### src/rtl/prg_xlate_pkg.sv
package prg_xlate_pkg;

   // Register offsets inside the register page (decoded by neighbours, kept fixed)
   localparam logic [7:0] OFF_MODE   = 8'h00;
   localparam logic [7:0] OFF_KEY_A  = 8'h02;
   localparam logic [7:0] OFF_KEY_B  = 8'h03;
   localparam logic [7:0] OFF_BANK0  = 8'h13;

   localparam int NUM_BANK = 5;

   // Write key values (low 2 bits of each protect register)
   localparam logic [1:0] KEY_A_VAL = 2'd2;
   localparam logic [1:0] KEY_B_VAL = 2'd1;

   typedef enum logic [1:0] {
      MODE_32K = 2'd0,
      MODE_16K = 2'd1,
      MODE_MIX = 2'd2,
      MODE_8K  = 2'd3
   } bank_mode_e;

endpackage

### src/rtl/prg_xlate_regs.sv
module prg_xlate_regs
   import prg_xlate_pkg::*;
#(
   parameter int DW   = 8,
   parameter int RA_W = 8,
   parameter int NB   = NUM_BANK
) (
   input  logic                   clk,
   input  logic                   rst_n,
   input  logic                   we,
   input  logic [RA_W-1:0]        addr,
   input  logic [DW-1:0]          wdata,
   output bank_mode_e             mode_q,
   output logic [1:0]             key_a_q,
   output logic [1:0]             key_b_q,
   output logic [NB-1:0][DW-1:0]  bank_q
);

   always_ff @(posedge clk or negedge rst_n) begin
      if (!rst_n) begin
         mode_q  <= MODE_8K;
         key_a_q <= '0;
         key_b_q <= '0;
      end else if (we) begin
         if (addr == RA_W'(OFF_MODE))  mode_q  <= bank_mode_e'(wdata[1:0]);
         if (addr == RA_W'(OFF_KEY_A)) key_a_q <= wdata[1:0];
         if (addr == RA_W'(OFF_KEY_B)) key_b_q <= wdata[1:0];
      end
   end

   // One register per bank; the last one resets to all ones so the
   // top ROM page is mapped out of reset.
   for (genvar i = 0; i < NB; i++) begin : g_bank
      localparam logic [DW-1:0] RST_VAL = (i == NB-1) ? {DW{1'b1}} : '0;
      always_ff @(posedge clk or negedge rst_n) begin
         if (!rst_n)
            bank_q[i] <= RST_VAL;
         else if (we && addr == RA_W'(OFF_BANK0) + RA_W'(i))
            bank_q[i] <= wdata;
      end
   end

endmodule

### src/rtl/prg_xlate_sel.sv
module prg_xlate_sel
   import prg_xlate_pkg::*;
#(
   parameter int NB    = NUM_BANK,
   parameter int IDX_W = $clog2(NB)
) (
   input  logic [2:0]       win,      // cpu_addr[15:13]
   input  bank_mode_e       mode,
   output logic             in_map,
   output logic [IDX_W-1:0] idx,
   output logic [1:0]       low_cnt   // number of bank bits taken from the address
);

   localparam logic [IDX_W-1:0] IDX_TOP = IDX_W'(NB-1);

   always_comb begin
      in_map  = 1'b1;
      idx     = '0;
      low_cnt = 2'd0;
      if (win < 3'd3) begin
         in_map = 1'b0;
      end else if (win == 3'd3) begin
         idx = '0;
      end else begin
         unique case (mode)
            MODE_32K: begin
               idx     = IDX_TOP;
               low_cnt = 2'd2;
            end
            MODE_16K: begin
               idx     = win[1] ? IDX_TOP : IDX_W'(2);
               low_cnt = 2'd1;
            end
            MODE_MIX: begin
               if (!win[1]) begin
                  idx     = IDX_W'(2);
                  low_cnt = 2'd1;
               end else begin
                  idx = win[0] ? IDX_TOP : IDX_W'(3);
               end
            end
            MODE_8K: idx = IDX_W'(win[1:0]) + IDX_W'(1);
            default: idx = IDX_TOP;
         endcase
      end
   end

endmodule

### src/rtl/prg_xlate_form.sv
module prg_xlate_form #(
   parameter int DW         = 8,
   parameter int RAM_BANK_W = 3,
   parameter int ROM_BANK_W = 7
) (
   input  logic [DW-1:0]         val,
   input  logic                  force_rom,
   input  logic                  force_ram,
   input  logic [1:0]            low_cnt,
   input  logic [1:0]            sub,       // cpu_addr[14:13]
   output logic                  is_rom,
   output logic [ROM_BANK_W-1:0] bank
);

   localparam int SEL_BIT = DW - 1;

   logic [ROM_BANK_W-1:0] base;
   logic [ROM_BANK_W-1:0] lmask;

   always_comb begin
      is_rom = force_rom | (~force_ram & val[SEL_BIT]);
      base   = is_rom ? val[ROM_BANK_W-1:0]
                      : ROM_BANK_W'(val[RAM_BANK_W-1:0]);
      unique case (low_cnt)
         2'd1:    lmask = ROM_BANK_W'(1);
         2'd2:    lmask = ROM_BANK_W'(3);
         default: lmask = '0;
      endcase
      bank = (base & ~lmask) | (ROM_BANK_W'(sub) & lmask);
   end

endmodule

### src/rtl/prg_bank_xlate.sv
module prg_bank_xlate
   import prg_xlate_pkg::*;
#(
   parameter int DW         = 8,
   parameter int RA_W       = 8,
   parameter int CPU_AW     = 16,
   parameter int PAGE_W     = 13,
   parameter int RAM_BANK_W = 3,
   parameter int ROM_BANK_W = 7,
   localparam int PHYS_W    = ROM_BANK_W + PAGE_W
) (
   input  logic              clk,
   input  logic              rst_n,
   input  logic              reg_we,
   input  logic [RA_W-1:0]   reg_addr,
   input  logic [DW-1:0]     reg_wdata,
   input  logic [CPU_AW-1:0] cpu_addr,
   output logic [PHYS_W-1:0] phys_addr,
   output logic              sel_ram,
   output logic              ram_wr_ok
);

   localparam int IDX_W = $clog2(NUM_BANK);

   if (CPU_AW != PAGE_W + 3) begin : g_bad_aw
      $error("CPU_AW must equal PAGE_W + 3 (eight windows)");
   end
   if (ROM_BANK_W >= DW || RAM_BANK_W > ROM_BANK_W) begin : g_bad_bw
      $error("bank widths must fit below the select bit");
   end

   bank_mode_e                  mode_q;
   logic [1:0]                  key_a_q, key_b_q;
   logic [NUM_BANK-1:0][DW-1:0] bank_q;
   logic                        in_map;
   logic [IDX_W-1:0]            idx;
   logic [1:0]                  low_cnt;
   logic                        is_rom;
   logic [ROM_BANK_W-1:0]       bank;
   logic [2:0]                  win;

   assign win = cpu_addr[CPU_AW-1:PAGE_W];

   prg_xlate_regs #(.DW(DW), .RA_W(RA_W), .NB(NUM_BANK)) u_regs (
      .clk     (clk),
      .rst_n   (rst_n),
      .we      (reg_we),
      .addr    (reg_addr),
      .wdata   (reg_wdata),
      .mode_q  (mode_q),
      .key_a_q (key_a_q),
      .key_b_q (key_b_q),
      .bank_q  (bank_q)
   );

   prg_xlate_sel #(.NB(NUM_BANK), .IDX_W(IDX_W)) u_sel (
      .win     (win),
      .mode    (mode_q),
      .in_map  (in_map),
      .idx     (idx),
      .low_cnt (low_cnt)
   );

   prg_xlate_form #(.DW(DW), .RAM_BANK_W(RAM_BANK_W), .ROM_BANK_W(ROM_BANK_W)) u_form (
      .val       (bank_q[idx]),
      .force_rom (idx == IDX_W'(NUM_BANK-1)),
      .force_ram (idx == '0),
      .low_cnt   (low_cnt),
      .sub       (cpu_addr[PAGE_W+1:PAGE_W]),
      .is_rom    (is_rom),
      .bank      (bank)
   );

   assign sel_ram   = in_map & ~is_rom;
   assign phys_addr = in_map ? {bank, cpu_addr[PAGE_W-1:0]} : '0;
   assign ram_wr_ok = sel_ram & (key_a_q == KEY_A_VAL) & (key_b_q == KEY_B_VAL);

   // ---------------- assertions ----------------
   a_r2_ram_window: assert property (@(posedge clk) disable iff (!rst_n)
      (win == 3'd3) |-> (sel_ram && phys_addr[PHYS_W-1:PAGE_W+RAM_BANK_W] == '0));

   a_r7_top_rom: assert property (@(posedge clk) disable iff (!rst_n)
      (win == 3'd7) |-> !sel_ram);

   a_r3_mode0_rom: assert property (@(posedge clk) disable iff (!rst_n)
      (mode_q == MODE_32K && cpu_addr[CPU_AW-1]) |-> !sel_ram);

   a_r8_wr_needs_ram: assert property (@(posedge clk) disable iff (!rst_n)
      ram_wr_ok |-> sel_ram);

   a_r10_offset_pass: assert property (@(posedge clk) disable iff (!rst_n)
      (win >= 3'd3) |-> (phys_addr[PAGE_W-1:0] == cpu_addr[PAGE_W-1:0]));

   a_r10_unmapped_zero: assert property (@(posedge clk) disable iff (!rst_n)
      (win < 3'd3) |-> (!sel_ram && !ram_wr_ok && phys_addr == '0));

   a_r1_mode_hold: assert property (@(posedge clk) disable iff (!rst_n)
      !(reg_we && reg_addr == RA_W'(OFF_MODE)) |=> $stable(mode_q));

endmodule

### config.mk
export PLATFORM = sky130hd
export DESIGN_NAME = prg_bank_xlate
export DESIGN_NICKNAME = d
export VERILOG_FILES = /design/src/rtl/prg_xlate_pkg.sv /design/src/rtl/prg_xlate_regs.sv /design/src/rtl/prg_xlate_sel.sv /design/src/rtl/prg_xlate_form.sv /design/src/rtl/prg_bank_xlate.sv
export SDC_FILE = /design/constraint.sdc
export NUM_CORES = 1
export LEC_CHECK = 0
export BUFFER_PORTS_ARGS = -buffer_cell sky130_fd_sc_hd__buf_2
export CAP_MARGIN = 30
export CORE_MARGIN = 10
export CORE_UTILIZATION = 50
export CTS_CLUSTER_DIAMETER = 60
export DETAILED_ROUTE_END_ITERATION = 7
export GPL_ROUTABILITY_DRIVEN = 0
export PLACE_DENSITY_LB_ADDON = 0.05
export SYNTH_ARGS = -nofsm -noshare
export SYNTH_HDL_FRONTEND = slang
export SYNTH_SLANG_ARGS = --single-unit
### constraint.sdc
create_clock -name clk -period 3 [get_ports clk]
set_clock_uncertainty 0.2 [all_clocks]
set_input_delay 0.6 -clock clk [delete_from_list [all_inputs] [get_ports clk]]
set_output_delay 0.6 -clock clk [all_outputs]
set_load 0.02 [all_outputs]
==> flow_metrics.py, run 1 <==
metrics = {
    "sta": {
        "fin_crit_ps": 3025,
        "finalHoldViolations": 0,
        "finalCritPeriodShare_pct": 100.8,
        "rsz0062_at_grt": "yes",
        "slew_violations": 0,
        "worst_pin_slew_ps": 565.7,
        "slew_headroom_pct": 62.25,
        "timing.hold.ws_ps": 309.2,
        "setup_violations": 5,
        "timing.fmax_ghz": 0.3306,
        "setup_ws_ps": -24.66,
        "tns_ps": -59.37,
    },
    "logic_synthesis": {
        "ys_types": 40,
        "avgSynthCellArea_um2": 11.60,
        "synth_area_um2": 2425,
        "syn_nets": 248,
        "synth_seq_cells": 44,
        "ys_warn_count": 0,
        "synthCells": 209,
        "synth_seq_area_share_pct": 45.87,
    },
    "worst_setup_path": {
        "critPathKind": "reg -> out",
        "end_kind": "output pin",
        "path_max_fanout": 6,
        "critPathLaunchType": "flip-flop",
        "reg2reg_to": "u_regs.mode_q[1]",
        "arrival_ps": 2220,
        "r2r_start": "u_regs.mode_q[1]",
        "worstPathRequired_ps": 2200,
        "r2r_slack_ps": 1860,
        "reg2reg_depth": 2,
    },
    "outcome": {
        "status": "finished, violations left",
        "failed_checks": "setup timing",
    },
    "layout": {
        "seqCellArea_um2": 1112,
        "drive_above_1_share_pct": 64.05,
        "finalNetCount": 344,
        "area.growth.synth_to_final_pct": 42.62,
        "nFillCells": 341,
        "multiInputGateArea_um2": 1489,
        "antenna_cells": 0,
    },
    "routing": {
        "drc_errors": 0,
        "drt_iter0_drc": 63,
        "wirelength_um": 6369,
        "highest_layer": "met4",
        "ant_nets": 0,
        "post_drt_wl_per_cell_um": 17.08,
        "wl_met2_um": 3239,
        "met3_length_um": 314,
        "vias_per_cell": 5.252,
        "num_vias": 1959,
        "met1_length_um": 2778,
        "drt_pass1_iterations": 4,
    },
    "flow_run": {
        "maxCapViolations": 0,
    },
    "clocking": {
        "cts_root_buf": "clkbuf_8",
        "htree_levels": 2,
        "clk_path_buf_depth": 2,
        "cts.sinks": 44,
        "cts_buffers": 5,
        "tritoncts": "done",
        "clk_transition_reported_paths_ps": 80,
        "clkLatencyLatePin_ps": 290,
    },
    "global_routing": {
        "grt_first_pass_wirelength_um": 10080,
        "antenna_found_initial": 0,
        "grt_pass1_vias": 2083,
        "grt-ovfl-total": 0,
        "grt_use_total_pct": 16.15,
        "grt_max_degree": 35,
    },
    "power_and_ir_drop": {
        "leakagePower_nw": 1.680,
        "power_mw": 1.319,
        "cellPowerDensity_nw_per_um2": 381.5,
        "vdd_drop_max_mv": 0.2393,
    },
    "hold_path": {
        "hold_path_class": "reg -> reg",
        "hold_end": "u_regs.bank_q[27]",
        "hold_path_depth": 1,
        "hp-start": "u_regs.bank_q[27]",
    },
    "die": {
        "start_util_pct": 51.34,
        "row_count": 25,
        "die_area_um2": 8035,
        "ioPinCount": 57,
        "die_x_um": 89.64,
        "core_area_um2": 4723,
        "die_h_um": 89.64,
    },
    "placement": {
        "port_buffers": 56,
        "dp_hpwl_um": 4607,
    },
}
-- sequential cells by signal, summed over array words and instances, names as in the netlist --
| name | flops |
|---|---|
| u_regs.bank_q | 38 |
| u_regs.key_a_q | 2 |
| u_regs.key_b_q | 2 |
| u_regs.mode_q | 2 |
-- layer usage --
metal  up-vias  global-route usage, %
li1        946                      -
met1       959                  19.60
met2        50                  28.30
met3         4                  3.339
met4         0                  4.335
met5         -                      0
-- power by group --
part           internal (mW)  switching [mW]  total, mW
sequential             0.626          0.0176      0.644
combinational          0.144           0.148      0.292
clock                  0.184           0.199      0.383
total                  0.955           0.365       1.32
-- repair_timing --
action                                 4_1_cts  5_1_grt
setup endpoints to repair                    9        9
hold buffers                                 1        0
endpoints found under the hold margin        8        0
pin swaps                                   18       15
buffers inserted                             7        7
gates cloned                                 0        0
gates resized for setup                     53       16
-- cells in the final DEF, fill, tap and decap left out, types with 3 or more instances in the layout --
cell type	synthesis	layout
a21oi_1	4	3
a221oi_2	0	4
buf_2	2	46
buf_4	1	36
buf_6	0	9
clkbuf_8	0	6
dfrtp_1	35	35
dfstp_2	9	9
ha_4	0	4
inv_1	5	3
mux2_2	41	41
mux2i_1	11	10
nand2_1	14	11
nand2_2	0	3
nand3_1	3	3
nand3b_1	3	3
nor2_1	11	9
nor2_2	2	3
nor2b_1	15	13
o21ai_0	6	3
o22ai_1	4	3
-- cells by family (layout without fill, tap and decap cells) --
family | after synthesis | after routing | share of synthesized area, %
adders and majority gates | 4 | 4 | 2.064
AOI/OAI and AO/OA | 30 | 30 | 8.411
buffers and inverters | 11 | 108 | 1.961
and+or+nand+nor | 67 | 67 | 17.65
muxes | 53 | 53 | 24.05
DFF | 44 | 44 | 45.87
-- stage by stage --
stage / cell area (um^2) / util [%] / cells / setup WS, ps
after floorplan: 2436 / - / 209 / 74.85
after global placement: 2959 / 62.65 / 351 / -164.5
after detailed placement: 2979 / 63.07 / 352 / -195.4
after CTS: 3353 / 70.99 / 368 / -19.65
after global routing: 3458 / 73.22 / 373 / -135.5
final: 3458 / 73.22 / 373 / -24.66
-- synth_stat cells --
cell | number | share of area, %
dfrtp_1 | 35 | 36
nor3b_1 | 2 | 0.62
a21oi_1 | 4 | 0.83
nor3b_4 | 2 | 1.5
nor2b_1 | 15 | 3.9
mux2_1 | 1 | 0.46
o21ai_0 | 6 | 1.2
and3_1 | 1 | 0.26
nor3_1 | 3 | 0.62
clkbuf_1 | 3 | 0.46
nor4_2 | 1 | 0.52
o31a_1 | 1 | 0.36
or2_2 | 1 | 0.26
mux2i_1 | 11 | 4.5
inv_1 | 5 | 0.77
nand3b_1 | 3 | 0.93
a211oi_1 | 1 | 0.31
buf_4 | 1 | 0.31
a221oi_1 | 6 | 2.2
and3b_1 | 1 | 0.36
o2bb2ai_1 | 2 | 0.72
buf_2 | 2 | 0.41
and2_1 | 2 | 0.52
a21oi_2 | 1 | 0.36
a31oi_1 | 2 | 0.52
nand2b_1 | 2 | 0.52
o221ai_1 | 1 | 0.36
nand2_1 | 14 | 2.2
nor2_1 | 11 | 1.7
mux2_2 | 41 | 19
o31ai_1 | 1 | 0.31
nor2_2 | 2 | 0.52
ha_1 | 4 | 2.1
nand4_4 | 1 | 0.88
o21ai_1 | 1 | 0.21
nor4bb_1 | 1 | 0.41
nand3_1 | 3 | 0.62
o22ai_1 | 4 | 1.0
nor3_4 | 2 | 1.3
dfstp_2 | 9 | 9.8
-- critical path, stage by stage, from the launching register on --
cell,delay [ps]
dfstp_2,620
nor2b_4,190
o21ai_4,80
buf_6,140
a21oi_4,200
buf_6,130
buf_4,90
o221ai_1,100
a21oi_1,210
buf_4,180
-- area by class of cell --
class / instances / share of cell area [%]
Clock buffer: 6 / 2.388
Sequential cell: 44 / 32.16
Timing Repair Buffer: 95 / 19.14
Multi-Input combinational cell: 154 / 43.05
Tap cell: 67 / 2.424
Inverter: 5 / 0.5427
Clock inverter: 2 / 0.2894
-- worst max path at each step --
stage | slack (ps) | cells past startpoint | from | to
final | -20 | 9 | u_regs.mode_q[0] | phys_addr[15]
after global routing | -140 | 10 | cpu_addr[13] | phys_addr[14]
after CTS | -20 | 9 | u_regs.mode_q[0] | phys_addr[17]
after detailed placement | -200 | 10 | cpu_addr[14] | phys_addr[13]
after global placement | -160 | 10 | cpu_addr[14] | phys_addr[13]
after floorplan | 70 | 9 | cpu_addr[13] | phys_addr[16]
Note: power is estimated with default switching activity, not from simulation.
==> run 2, diff against run 1 <==
Settings changed: PLACE_DENSITY set to 0.75, PLACE_DENSITY_LB_ADDON 0.05 to unset.
==> run 2 against run 1 <==
  * The run still ends with setup timing left
  * Die area did not move
  * Non-clock buffer count shrank 1
  * Global-route usage is 0.73 points higher
  * Cell count is 0.27% lower
  * Routed wire length rose by 5.3%
  * Maximum frequency shrank 2.9%
  * Flip-flop and latch count did not move
  * Total power decreased by 0.50%
  * Worst setup slack worse by 90 ps
  * Critical path type is now in -> out
==> flow_metrics.py, run 2 (synthesis gave the netlist of run 1 again) <==
metrics = {
    "hold_path": {
        "hold_path_depth": 1,
        "hold_path_class": "reg -> reg",
    },
    "global_routing": {
        "grt-ovfl-total": 0,
        "grt_pass1_vias": 2084,
        "busiest_layer": "met2",
        "grt_use_met1_pct": 20.16,
        "antenna_found_initial": 0,
        "grt_first_pass_wirelength_um": 10410,
        "grt_max_degree": 45,
        "grt_use_total_pct": 16.88,
        "use_met3_pct": 4.783,
        "met2_usage_pct": 28.56,
    },
    "worst_setup_path": {
        "cp.depth": 12,
        "reg2reg_depth": 2,
        "path_cells": "buf_8 -> ha_4 -> nor2b_1 -> o21ai_1 -> buf_6 -> buf_4 -> buf_6 -> mux2i_2 -> nor2_2 -> a221oi_2 -> o22ai_1 -> buf_4",
        "arrival_ps": 2310,
        "worstPathRequired_ps": 2200,
        "r2r_slack_ps": 1880,
        "critPathBufInv": 5,
        "path_max_fanout": 7,
        "critPathLaunchType": "input port",
        "end_kind": "output pin",
        "cp_slowest_cell": "mux2i_2",
        "critPathKind": "in -> out",
        "max_stage_delay_ps": 230,
        "path_delay_family": "buffers and inverters",
    },
    "outcome": {
        "status": "finished, violations left",
        "failed_checks": "setup timing",
    },
    "layout": {
        "area.growth.synth_to_final_pct": 42.98,
        "largest_register": "u_regs.bank_q",
        "drive_above_1_share_pct": 64.59,
        "finish.utilization_pct": 73.40,
        "most-common-layout-cells": "buf_2, mux2_2, dfrtp_1, buf_4, nor2b_1",
        "nFillCells": 311,
        "final_common_cell": "buf_2",
        "finalNonFillerCells": 372,
        "seqCellArea_um2": 1112,
        "largest_reg_flops": 38,
        "final_cell_area_um2": 3467,
        "antenna_cells": 0,
        "finalNetCount": 343,
        "multiInputGateArea_um2": 1488,
    },
    "flow_run": {
        "maxCapViolations": 0,
    },
    "placement": {
        "place_area_um2": 2929,
        "port_buffers": 56,
        "dp_slack_ps": -161.0,
        "dp.cells": 347,
        "dp_hpwl_um": 4412,
    },
    "routing": {
        "num_vias": 2019,
        "post_drt_wl_per_cell_um": 18.03,
        "ant_nets": 0,
        "drt_iter0_drc": 107,
        "drt_pass1_iterations": 4,
        "wirelength_um": 6709,
        "vias_per_cell": 5.427,
        "drc_errors": 0,
    },
    "clocking": {
        "clk_transition_reported_paths_ps": 80,
        "clkLatencyLatePin_ps": 280,
        "tritoncts": "done",
        "cts_root_buf": "clkbuf_8",
        "htree_levels": 2,
        "cts.sinks": 44,
        "cts_buffers": 5,
        "clk_path_buf_depth": 2,
    },
    "die": {
        "die_h_um": 89.64,
        "row_count": 25,
        "start_util_pct": 51.34,
        "core_area_um2": 4723,
        "die_area_um2": 8035,
        "die_x_um": 89.64,
        "ioPinCount": 57,
    },
    "sta": {
        "finalHoldViolations": 0,
        "fin_crit_ps": 3115,
        "setup_ws_ps": -114.6,
        "slew_headroom_pct": 64.07,
        "rsz0062_at_grt": "yes",
        "setup_violations": 7,
        "slew_violations": 0,
        "timing.hold.ws_ps": 289.6,
        "timing.fmax_ghz": 0.3211,
        "worst_pin_slew_ps": 538.4,
        "finalCritPeriodShare_pct": 103.8,
    },
    "power_and_ir_drop": {
        "vdd_drop_max_mv": 0.3987,
        "cellPowerDensity_nw_per_um2": 378.6,
        "leakagePower_nw": 1.640,
    },
}
[run 2: cell types whose count changed in the layout (fill, tap and decap cells not counted), moves of 3 or more]
cell     change
buf_4        -3
ha_4         -3
mux2i_2      +3
mux2i_1      -3
buf_6        +3
[run 2: path summary, 6_finish.rpt]
kind	from	to
setup / recovery	cpu_addr[14]	phys_addr[16]
hold / removal	u_regs.bank_q[30]	u_regs.bank_q[30]
setup reg to reg	u_regs.mode_q[0]	u_regs.mode_q[0]
hold reg to reg	u_regs.bank_q[30]	u_regs.bank_q[30]
max in group asynchronous	rst_n	u_regs.bank_q[35]
min in group asynchronous	rst_n	u_regs.bank_q[13]
[run 2: layer usage]
layer	vias up	share of wire [%]
met1	979	42
li1	953	-
met2	73	47
met3	14	8.3
met4	0	2.3
met5	-	0
[run 2: layout make-up]
cell class                      count  share of cell area, %
Sequential cell                    44                  32.08
Inverter                            5                 0.6135
Clock buffer                        7                  2.490
Timing Repair Buffer               94                  19.27
Tap cell                           67                  2.418
Clock inverter                      1                 0.2165
Multi-Input combinational cell    154                  42.91
[run 2: through the flow]
stage               TNS [ps]  power [mW]
finish                -321.7       1.313
global route           -1158       1.380
CTS                   -20.60       1.291
detailed placement     -1039      0.8783
global placement      -852.3      0.8721
floorplan                  0      0.7717
[run 2: report_power, final]
part           internal, mW  switching, mW  leakage [nW]
registers             0.627         0.0190         0.567
clock network         0.187          0.189        0.0445
logic                 0.140          0.152          1.03
[run 2: repair_timing]
action / CTS / global route
pin swaps: 14 / 16
endpoints found under the hold margin: 0 / 1
gates resized for setup: 52 / 26
gates cloned: 0 / 0
hold buffers: 0 / 1
endpoints found under the setup margin: 9 / 9
setup buffers: 9 / 7
==> run 3, diff against run 2 <==
Settings changed: CORE_ASPECT_RATIO set to 0.5, SLEW_MARGIN set to 10.
==> run 3 against run 2 <==
  * The flow still finishes with violations (setup timing)
  * Sequential power about the same
  * Register-to-register slack worse by 50 ps
  * Critical path depth down 3
  * Via count down 0.40%
  * Sequential share of layout area up 0.70 points
  * Non-clock buffer count down 9
  * Global-route usage down 1.2 points
  * Maximum frequency up 1.3%
  * Clock-buffer cell count down 1
  * Largest power group unchanged
  * Total power up 7.4%
==> flow_metrics.py, run 3 (synthesis gave the netlist of run 1 again) <==
metrics = {
    "routing": {
        "num_vias": 2011,
        "drt_iter0_drc": 105,
        "wirelength_um": 6714,
        "drt_pass1_iterations": 4,
        "vias_per_cell": 5.555,
        "post_drt_wl_per_cell_um": 18.55,
        "ant_nets": 0,
        "drc_errors": 0,
    },
    "clocking": {
        "tritoncts": "done",
        "cts_root_buf": "clkbuf_8",
        "ctsHoldBuffers": 0,
        "clk_path_buf_depth": 2,
        "clkLatencyLatePin_ps": 300,
        "cts_buffers": 5,
        "clk_transition_reported_paths_ps": 90,
        "htree_levels": 2,
        "cts.sinks": 44,
    },
    "global_routing": {
        "use_met3_pct": 3.563,
        "busiest_layer": "met2",
        "met2_usage_pct": 28.16,
        "grt-ovfl-total": 0,
        "grt_first_pass_wirelength_um": 10640,
        "grt_use_met1_pct": 18.17,
        "antenna_found_initial": 0,
        "grt_pass1_vias": 2161,
        "grt_use_total_pct": 15.69,
        "grt_max_degree": 45,
    },
    "power_and_ir_drop": {
        "clkPwrFrac_pct": 34.4,
        "internal_power_mw": 1.031,
        "netSwitchingPower_mw": 0.3790,
        "seqPwrFrac_pct": 45.7,
        "cellPowerDensity_nw_per_um2": 415.5,
        "p_comb_share_pct": 19.8,
        "leakagePower_nw": 1.648,
        "vdd_drop_max_mv": 0.2387,
        "p_sw_share_pct": 26.89,
    },
    "worst_setup_path": {
        "reg2reg_depth": 2,
        "end_kind": "output pin",
        "r2r_slack_ps": 1830,
        "critPathKind": "reg -> out",
        "worstPathRequired_ps": 2200,
        "critPathLaunchType": "flip-flop",
        "r2r_start": "u_regs.mode_q[0]",
        "arrival_ps": 2280,
        "path_max_fanout": 7,
        "reg2reg_to": "u_regs.mode_q[0]",
    },
    "layout": {
        "antenna_cells": 0,
        "largest_reg_flops": 38,
        "drive_above_1_share_pct": 62.84,
        "final_cell_area_um2": 3393,
        "final_common_cell": "buf_2",
        "nFillCells": 281,
        "largest_register": "u_regs.bank_q",
        "most-common-layout-cells": "buf_2, mux2_2, dfrtp_1, buf_4, nor2b_1",
        "finish.utilization_pct": 74.90,
        "area.growth.synth_to_final_pct": 39.94,
        "finalNetCount": 334,
    },
    "die": {
        "die_area_um2": 8204,
        "core_area_um2": 4531,
        "die_h_um": 69.25,
        "die_x_um": 118.5,
        "start_util_pct": 53.52,
        "ioPinCount": 57,
        "row_count": 17,
    },
    "outcome": {
        "failed_checks": "setup timing",
        "status": "finished, violations left",
    },
    "flow_run": {
        "maxCapViolations": 0,
    },
    "sta": {
        "rsz0062_at_grt": "yes",
        "fin_crit_ps": 3075,
        "finalCritPeriodShare_pct": 102.5,
        "slew_headroom_pct": 61.84,
        "setup_ws_ps": -75.06,
        "finalHoldViolations": 0,
        "setup_violations": 8,
        "worst_pin_slew_ps": 571.7,
        "slew_violations": 0,
        "timing.fmax_ghz": 0.3252,
    },
    "hold_path": {
        "hold_path_class": "in -> async",
    },
    "placement": {
        "dp_hpwl_um": 4635,
        "place_area_um2": 2940,
        "port_buffers": 56,
    },
}
[run 3: changes by cell type in the layout (fill, tap and decap cells not counted), sizes merged]
| cell | previous run | this run |
|---|---|---|
| buf | 93 | 85 |
| bufinv | 0 | 1 |
| clkbuf | 7 | 6 |
| clkinv | 0 | 1 |
| clkinvlp | 1 | 0 |
| dlygate4sd3 | 1 | 0 |
[run 3: how the worst max path moves through the flow]
stage                           from             to  slack (ps)  cells past startpoint
floorplan               cpu_addr[13]  phys_addr[16]          70                      9
global placement        cpu_addr[13]      ram_wr_ok        -150                     11
detailed placement      cpu_addr[13]  phys_addr[19]        -200                     10
CTS                 u_regs.mode_q[0]  phys_addr[17]         -50                      9
global route            cpu_addr[13]  phys_addr[14]        -200                     10
finish              u_regs.mode_q[0]  phys_addr[14]         -80                      9
[run 3: area by class of cell]
| cell class | instances | area (um^2) | share of cell area (%) |
|---|---|---|---|
| clock buffers | 6 | 82.58 | 2.434 |
| multi-input cells | 154 | 1465 | 43.18 |
| inverters | 5 | 21.27 | 0.6268 |
| well taps | 66 | 82.58 | 2.434 |
| repair buffers | 85 | 590.6 | 17.40 |
| clock inverters | 2 | 38.79 | 1.143 |
| flip-flops and latches | 44 | 1112 | 32.78 |
[run 3: through the flow]
| stage | instances | power [mW] | TNS [ps] | setup WS (ps) | hold WS (ps) |
|---|---|---|---|---|---|
| global route | 362 | 1.466 | -1360 | -201.7 | 99.54 |
| floorplan | 209 | 0.7717 | 0 | 74.85 | 104.4 |
| detailed placement | 346 | 0.8803 | -1581 | -195.2 | 290.5 |
| global placement | 346 | 0.8712 | -1155 | -154.9 | 266.3 |
| finish | 362 | 1.410 | -403.3 | -75.06 | 65.86 |
| CTS | 358 | 1.383 | -188.3 | -45.65 | 280.1 |
[run 3: critical path, stage by stage (launching register included)]
cell and delay [ps]:
dfstp_2 640, nor2b_4 60, o21ai_2 170, buf_6 180, buf_12 110, mux2i_1 230, nor2_1 90, a211oi_2 240
a221oi_2 90, buf_4 160
[run 3: power groups by stage]
stage,clock [mW],combinational [mW],sequential (mW)
global route,0.516,0.303,0.647
floorplan,0,0.124,0.648
global placement,0,0.217,0.654
CTS,0.485,0.253,0.644
finish,0.486,0.279,0.645
detailed placement,0,0.225,0.656
[run 3: per-layer routing]
layer	part of all wire (%)	wire, um
met5	0	0
met4	1.7	112
met2	50	3364
met3	5.5	367
met1	43	2869
[run 3: what timing repair did]
| item | 4_1_cts | 5_1_grt |
|---|---|---|
| gates resized for setup | 40 | 22 |
| pin swaps | 12 | 10 |
| buffers inserted | 4 | 8 |
| endpoints found under the setup margin | 9 | 9 |
